--- src/rtl/ep_dispatch_pkg.sv ---
package ep_dispatch_pkg;
  typedef enum logic {SLOT_EMPTY = 1'b0, SLOT_HELD = 1'b1} slot_state_e;
endpackage

--- src/rtl/ep_scanner.sv ---
module ep_scanner #(
  parameter int LANES = 8,
  localparam int POS_W = (LANES > 1) ? $clog2(LANES) : 1
) (
  input  logic [LANES-1:0] slot_link,
  input  logic [POS_W-1:0] pos,
  output logic [LANES-1:0] span,
  output logic [POS_W-1:0] next_pos,
  output logic             ends_fp,
  output logic             forced_close
);
  // Lanes from pos up to the first slot whose link bit is 0, or the last slot.
  function automatic logic [LANES-1:0] span_from(input logic [LANES-1:0] link,
                                                 input logic [POS_W-1:0] start);
    logic [LANES-1:0] m;
    logic open;
    m = '0;
    open = 1'b1;
    for (int i = 0; i < LANES; i++) begin
      if (i >= int'(start) && open) begin
        m[i] = 1'b1;
        if (!link[i]) open = 1'b0;
      end
    end
    return m;
  endfunction

  function automatic logic [POS_W-1:0] top_index(input logic [LANES-1:0] m);
    logic [POS_W-1:0] e;
    e = '0;
    for (int i = 0; i < LANES; i++)
      if (m[i]) e = POS_W'(i);
    return e;
  endfunction

  logic [POS_W-1:0] end_idx;

  always_comb begin
    span         = span_from(slot_link, pos);
    end_idx      = top_index(span);
    next_pos     = end_idx + POS_W'(1);
    ends_fp      = span[LANES-1];
    forced_close = span[LANES-1] & slot_link[LANES-1];
  end
endmodule

--- src/rtl/ep_fetch_slot.sv ---
module ep_fetch_slot
  import ep_dispatch_pkg::*;
#(
  parameter int LANES  = 8,
  parameter int WORD_W = 32,
  localparam int FP_W  = LANES * WORD_W,
  localparam int POS_W = (LANES > 1) ? $clog2(LANES) : 1
) (
  input  logic             clk,
  input  logic             rst,
  input  logic             flush,
  input  logic             fetch_valid,
  input  logic [FP_W-1:0]  fetch_data,
  output logic             fetch_req,
  input  logic             advance,
  input  logic             ep_last,
  input  logic [POS_W-1:0] next_pos,
  output logic [FP_W-1:0]  pkt,
  output logic [POS_W-1:0] pos,
  output logic             held
);
  slot_state_e state;
  logic        accept;

  assign fetch_req = (state == SLOT_EMPTY) && !flush;
  assign accept    = fetch_req && fetch_valid;
  assign held      = (state == SLOT_HELD);

  always_ff @(posedge clk) begin
    if (rst) begin
      state <= SLOT_EMPTY;
      pos   <= '0;
      pkt   <= '0;
    end else if (flush) begin
      state <= SLOT_EMPTY;
      pos   <= '0;
    end else if (accept) begin
      pkt   <= fetch_data;
      state <= SLOT_HELD;
      pos   <= '0;
    end else if (advance) begin
      pos <= next_pos;
      if (ep_last) state <= SLOT_EMPTY;
    end
  end

  // an accepted packet is held with the scan at slot 0
  assert_accept_loads_R2: assert property (@(posedge clk) disable iff (rst)
    (fetch_req && fetch_valid) |=> (held && pos == '0));

  // the issue stage only advances while a packet is held
  assert_adv_needs_pkt_R5: assert property (@(posedge clk) disable iff (rst)
    advance |-> held);
endmodule

--- src/rtl/ep_issue_stage.sv ---
module ep_issue_stage #(
  parameter int LANES  = 8,
  parameter int WORD_W = 32,
  localparam int FP_W  = LANES * WORD_W
) (
  input  logic             clk,
  input  logic             rst,
  input  logic             flush,
  input  logic             stall,
  input  logic             held,
  input  logic [FP_W-1:0]  pkt,
  input  logic [LANES-1:0] span,
  input  logic             forced_close,
  output logic             advance,
  output logic [LANES-1:0] issue_valid,
  output logic [FP_W-1:0]  issue_lanes,
  output logic             chain_err
);
  logic [FP_W-1:0] gated;

  for (genvar g = 0; g < LANES; g++) begin : g_lane
    assign gated[g*WORD_W +: WORD_W] = span[g] ? pkt[g*WORD_W +: WORD_W] : '0;
  end

  assign advance = held && !stall && !flush;

  always_ff @(posedge clk) begin
    if (rst || flush) begin
      issue_valid <= '0;
      issue_lanes <= '0;
      chain_err   <= 1'b0;
    end else if (stall) begin
      chain_err <= 1'b0;
    end else if (held) begin
      issue_valid <= span;
      issue_lanes <= gated;
      chain_err   <= forced_close;
    end else begin
      issue_valid <= '0;
      issue_lanes <= '0;
      chain_err   <= 1'b0;
    end
  end

  // a stall freezes the issued packet
  assert_stall_hold_R6: assert property (@(posedge clk) disable iff (rst)
    (stall && !flush) |=> ($stable(issue_valid) && $stable(issue_lanes)));

  // a flush empties the output
  assert_flush_clear_R7: assert property (@(posedge clk) disable iff (rst)
    flush |=> (issue_valid == '0 && !chain_err));

  // the error flag is a single-cycle pulse
  assert_err_pulse_R8: assert property (@(posedge clk) disable iff (rst)
    chain_err |=> !chain_err);
endmodule

--- src/rtl/ep_dispatch.sv ---
module ep_dispatch #(
  parameter int LANES  = 8,
  parameter int WORD_W = 32,
  localparam int FP_W  = LANES * WORD_W,
  localparam int POS_W = (LANES > 1) ? $clog2(LANES) : 1
) (
  input  logic             clk,
  input  logic             rst,
  output logic             fetch_req,
  input  logic             fetch_valid,
  input  logic [FP_W-1:0]  fetch_data,
  input  logic             stall,
  input  logic             flush,
  output logic [LANES-1:0] issue_valid,
  output logic [FP_W-1:0]  issue_lanes,
  output logic             chain_err
);
  logic [FP_W-1:0]  pkt;
  logic [POS_W-1:0] scan_pos;
  logic [POS_W-1:0] next_pos;
  logic [LANES-1:0] slot_link;
  logic [LANES-1:0] scan_span;
  logic             held;
  logic             advance;
  logic             ends_fp;
  logic             forced_close;

  for (genvar g = 0; g < LANES; g++) begin : g_link
    assign slot_link[g] = pkt[g*WORD_W];
  end

  ep_fetch_slot #(.LANES(LANES), .WORD_W(WORD_W)) u_slot (
    .clk(clk), .rst(rst), .flush(flush),
    .fetch_valid(fetch_valid), .fetch_data(fetch_data), .fetch_req(fetch_req),
    .advance(advance), .ep_last(ends_fp), .next_pos(next_pos),
    .pkt(pkt), .pos(scan_pos), .held(held)
  );

  ep_scanner #(.LANES(LANES)) u_scan (
    .slot_link(slot_link), .pos(scan_pos), .span(scan_span),
    .next_pos(next_pos), .ends_fp(ends_fp), .forced_close(forced_close)
  );

  ep_issue_stage #(.LANES(LANES), .WORD_W(WORD_W)) u_issue (
    .clk(clk), .rst(rst), .flush(flush), .stall(stall), .held(held),
    .pkt(pkt), .span(scan_span), .forced_close(forced_close),
    .advance(advance), .issue_valid(issue_valid),
    .issue_lanes(issue_lanes), .chain_err(chain_err)
  );

  // the issued mask is one contiguous run of lanes
  assert_mask_contig_R3: assert property (@(posedge clk) disable iff (rst)
    ((issue_valid + (issue_valid & (~issue_valid + LANES'(1)))) & issue_valid) == '0);

  // a held packet always yields a span that starts at the scan slot
  assert_start_slot_R3: assert property (@(posedge clk) disable iff (rst)
    held |-> scan_span[scan_pos]);

  // no new fetch while an issued packet left slots behind it
  assert_no_early_req_R2: assert property (@(posedge clk) disable iff (rst)
    (issue_valid != '0 && !issue_valid[LANES-1]) |-> !fetch_req);

  // the error flag comes with a packet that owns the last lane
  assert_err_last_lane_R8: assert property (@(posedge clk) disable iff (rst)
    chain_err |-> issue_valid[LANES-1]);

  // the first packet issues at the edge after acceptance
  assert_first_issue_R5: assert property (@(posedge clk) disable iff (rst)
    (fetch_req && fetch_valid) ##1 (!stall && !flush) |=> issue_valid[0]);
endmodule

--- config.mk ---
export PLATFORM = sky130hd
export DESIGN_NAME = ep_dispatch
export DESIGN_NICKNAME = d
export VERILOG_FILES = /design/src/rtl/ep_dispatch_pkg.sv /design/src/rtl/ep_scanner.sv /design/src/rtl/ep_fetch_slot.sv /design/src/rtl/ep_issue_stage.sv /design/src/rtl/ep_dispatch.sv
export SDC_FILE = /design/constraint.sdc
export NUM_CORES = 1
export LEC_CHECK = 0
export BUFFER_PORTS_ARGS = -buffer_cell sky130_fd_sc_hd__buf_4
export CORE_ASPECT_RATIO = 0.8
export CORE_MARGIN = 3
export CORE_UTILIZATION = 40
export CTS_CLUSTER_DIAMETER = 60
export DETAILED_ROUTE_END_ITERATION = 8
export GPL_ROUTABILITY_DRIVEN = 1
export MAX_ROUTING_LAYER = met4
export SLEW_MARGIN = 20
export SYNTH_ARGS = -nofsm -noshare
export SYNTH_HDL_FRONTEND = slang
export SYNTH_HIERARCHICAL = 1
export SYNTH_SLANG_ARGS = --single-unit
--- constraint.sdc ---
create_clock -name clk -period 5.1 [get_ports clk]
set_input_delay 0 -clock clk [delete_from_list [all_inputs] [get_ports clk]]
set_output_delay 0 -clock clk [all_outputs]
set_load 0.005 [all_outputs]
==> summary.txt <==
Run status
  • Outcome: finished clean

Clocking
  • Root Driver: clkbuf_16
  • TritonCTS Sinks: 525
  • CTS tree: done
  • CTS buffer count: between 50 and 60
  • Clock transition at path regs: 0.06 ns
  • Clk_lat worst skew: 0.59 ns
  • H-tree depth: 2
  • Post-CTS Repair Setup Buffers: 0
  • PostCTS Resize Cnt: 0
  • Clock Path Buffers: 3

Pwr
  • Tot Pwr: 0.00915 W
  • Reg power frac: a little under half
  • Clock Power Share: around 45%
  • Max IR drop VDD: 0.000280 V
  • P_leak: 11.6 nW
  • Sw Share: 22.0%
  • Logic pwr share: 8.3%
  • Power density cells: 316 nW/um^2
  • Switching pwr: 0.00201 W
  • Cell-internal power: around 0.0071 W

Critical path
  • CP cell instances: a21o_1 > a21o_1 > nand3_1 > a21oi_2 > buf_4 > and3_1 > nor4_1 > dlygate4sd3_1
  • CP startpoint: u_slot/pos[1]
  • Worst EP required: 5.58 ns
  • Worst r2r src: u_slot/pos[1]
  • CP dominant cell by count: a21o_1
  • Worst path slowest cell: dfxtp_1
  • Setup crit end kind: register
  • Worst R2R Setup Slack: between 2 and 2.5 ns
  • Worst Path Arrival: 3.31 ns
  • CP Class: reg2reg
  • R2R cell count: 8
  • Crit Reg-Reg Endpoint: u_slot/held
  • Worst setup endpoint: u_slot/held
  • Crit-path max FO: 34
  • CP Launch Type: register
  • CP peak stage delay: 0.73 ns

STA
  • Final Setup Violations: 0
  • Max-slew headroom at the worst pin: 27.1%
  • Final Hold Vio Count: 0
  • Setup TNS Final: 0 ns
  • Fin crit period: approximately 2.8 ns
  • Worst Skew: ~0.024 ns
  • Final Max Tran Viols: 0
  • Fmax: 353 MHz
  • Worst slew pin tran: 1.09 ns
  • Crit share post-route: 55.6%
  • RSZ-0062 raised after global routing: false

Floorplan
  • Core ar.: 50200 sq um
  • Initial core utilization: 41.0%
  • Row count: 73
  • Die width: 260 microns
  • # IOs: 527
  • Die area: about 54000 sq um
  • Die extent in y: 209 microns

Placement
  • GPL Wtd Cong: 0.779
  • Port bufs: 526
  • Dpl cells: approximately 2900
  • Estimated wirelength of the detail-placed design: 38000 microns

Synth
  • Synth cell types: 38
  • Post-Syn Area: 20600 sq um
  • Synth top area cells: dfxtp_1 (51%), nand2b_1 (16%), mux2i_1 (13%)
  • Syn. warnings: 6
  • Cell count after synthesis: approximately 1800
  • Sequential area share after synthesis: 51.1%
  • Yosys top cell by area: dfxtp_1
  • Primary FF master, synth: dfxtp_1
  • Syn Area/Cell: 11.3 sq um
  • Synthesized Nets: approximately 2100
  • Synthesized flop and latch total: 525
  • Post-synth EDFFs: 0
  • Async set-reset flop share out of synthesis: 0%
  • Area share of the largest cell type after synthesis: 51.1%

Layout
  • Area growth, synth to finish: 40.7%
  • Layout Nets: 2754
  • Register Area: ~11000 sq um
  • Multi-input gate area: 8910 sq um
  • Finished Layout Cells: 3213
  • Filler cells: about 4300
  • Layout cell share with drive strength beyond 1: 25.6%

Route
  • DR WL met3: about 3600 microns
  • Routed Antenna Nets: 0
  • WL met2: 28800 microns
  • Routed WL: 61200 microns
  • Drt pass-1 iters: 5
  • Wire per inst: between 15 and 20 microns
  • Vias: 16300
  • Drt drc: 0
  • Vias per inst: ~5
  • 1st-iter DRT viols: 1055
  • Met1 Routed Length: 26200 microns
  • Top Metal Used: met4

Global routing
  • Total grt overflow: 0
  • First-pass GRT wire length: ~93000 microns
  • Initial antenna violation count: 3
  • Vias in the first global route: 16400
  • GRT Resource Usage Total: 22.1%
  • Pin count of the biggest net entering global routing: 270

Job
  • Maximum Capacitance Violations: 0

Worst hold path
  • Min-delay worst type: in2reg
==> layout by cell type (no fill, tap or decap), types with 4 or more instances in the layout <==
master	synthesis	final
a32o_1	256	256
nand2_1	11	11
clkbuf_16	0	53
nand2b_1	514	514
nand3b_1	8	8
clkbuf_8	0	15
clkinv_2	0	11
nor4_1	4	4
mux2i_1	261	261
nor2_1	7	6
buf_4	3	536
a21oi_1	13	10
clkbuf_1	90	8
buf_12	23	6
dlygate4sd3_1	0	261
bufinv_16	0	7
dfxtp_1	525	525
==> cell type report <==
cell class / instances / area share, %
flip-flops and latches: 525 / 36.3
multi-input cells: 1105 / 30.8
repair buffers: 805 / 23.5
clock buffers: 76 / 5.40
well taps: 675 / 2.92
clock inverters: 22 / 1.03
inverters: 2 / 0.0259
diodes: 3 / 0.0259
==> power groups by stage <==
stage | Sequential (W) | Clock, W | Combinational [W]
floorplan | 0.00434 | 0 | 0.000390
global placement | 0.00435 | 0 | 0.000572
detailed placement | 0.00435 | 0 | 0.000580
CTS | 0.00426 | 0.00423 | 0.000755
global route | 0.00427 | 0.00438 | 0.000816
finish | 0.00426 | 0.00413 | 0.000755
==> timing repair <==
action / 4_1_cts / 5_1_grt
setup endpoints to repair: 0 / 0
endpoints found under the hold margin: 268 / 0
hold buffers: 261 / 0
==> per-stage QoR <==
step           worst slack, ns  area (sq um)  util (%)  hold slack [ns]
2_1_floorplan             2.96         20600         -           0.0269
3_3_place_gp              2.61         24400      48.6            0.269
3_5_place_dp              2.56         24400      48.6            0.278
4_1_cts                   2.27         28900      57.5           0.0123
5_1_grt                   2.06         28900      57.6           0.0604
6_report                  2.26         28900      57.6           0.0376
==> synthesized netlist by cell type (2+ instances only) <==
master	n
buf_2	39
buf_12	23
nor4_1	4
buf_1	21
a21oi_1	13
o21a_1	3
a211oi_1	2
nand2_1	11
a32o_1	256
buf_4	3
mux2i_1	261
nor3_1	3
dfxtp_1	525
nor2b_1	3
or2_2	2
nor3b_2	2
inv_1	2
buf_8	4
nand2b_1	514
clkbuf_1	90
a21o_1	2
nor2_1	7
nand3b_1	8
buf_6	3
==> how the worst min path moves through the flow <==
stage	startpoint	endpoint	slack, ns	depth (start not counted)
after detailed placement	fetch_data[39]	u_slot/pkt[39]	0.28	3
final	rst	u_slot/pkt[230]	0.04	3
after CTS	rst	u_slot/pos[1]	0.01	2
after global placement	fetch_data[5]	u_slot/pkt[5]	0.27	3
after floorplan	flush	fetch_req	0.03	1
after global routing	rst	u_slot/pkt[250]	0.06	3
==> worst max-delay path: cells and delay by family, from the launching register on <==
| family | cells | cell delay (ns) |
|---|---|---|
| simple gates | 3 | 0.47 |
| compound gates | 3 | 0.55 |
| flops | 1 | 0.73 |
| buf+inv | 2 | 0.96 |
==> sequential cells by signal, summed over array words and instances (netlist names) <==
register             count
u_issue/issue_lanes    256
u_slot/pkt             256
u_issue/issue_valid      8
u_slot/pos               3
u_issue/chain_err        1
u_slot/held              1
==> per-layer routing <==
layer / vias up / track usage [%]
li1: 7813 / -
met2: 429 / 35.1
met5: - / -
met3: 141 / 4.87
met4: 0 / 9.18
met1: 7873 / 27.3
==> logic make-up after synthesis <==
family	count (synthesis)	share of synthesized area, %
buf+inv	185	5.81
flops	525	51.1
compound gates	280	13.2
fa+ha+maj	1	0.0608
mux	262	12.8
simple gates	561	17.1
xor+xnor	1	0.0426
(Power assumes the default switching activity.)
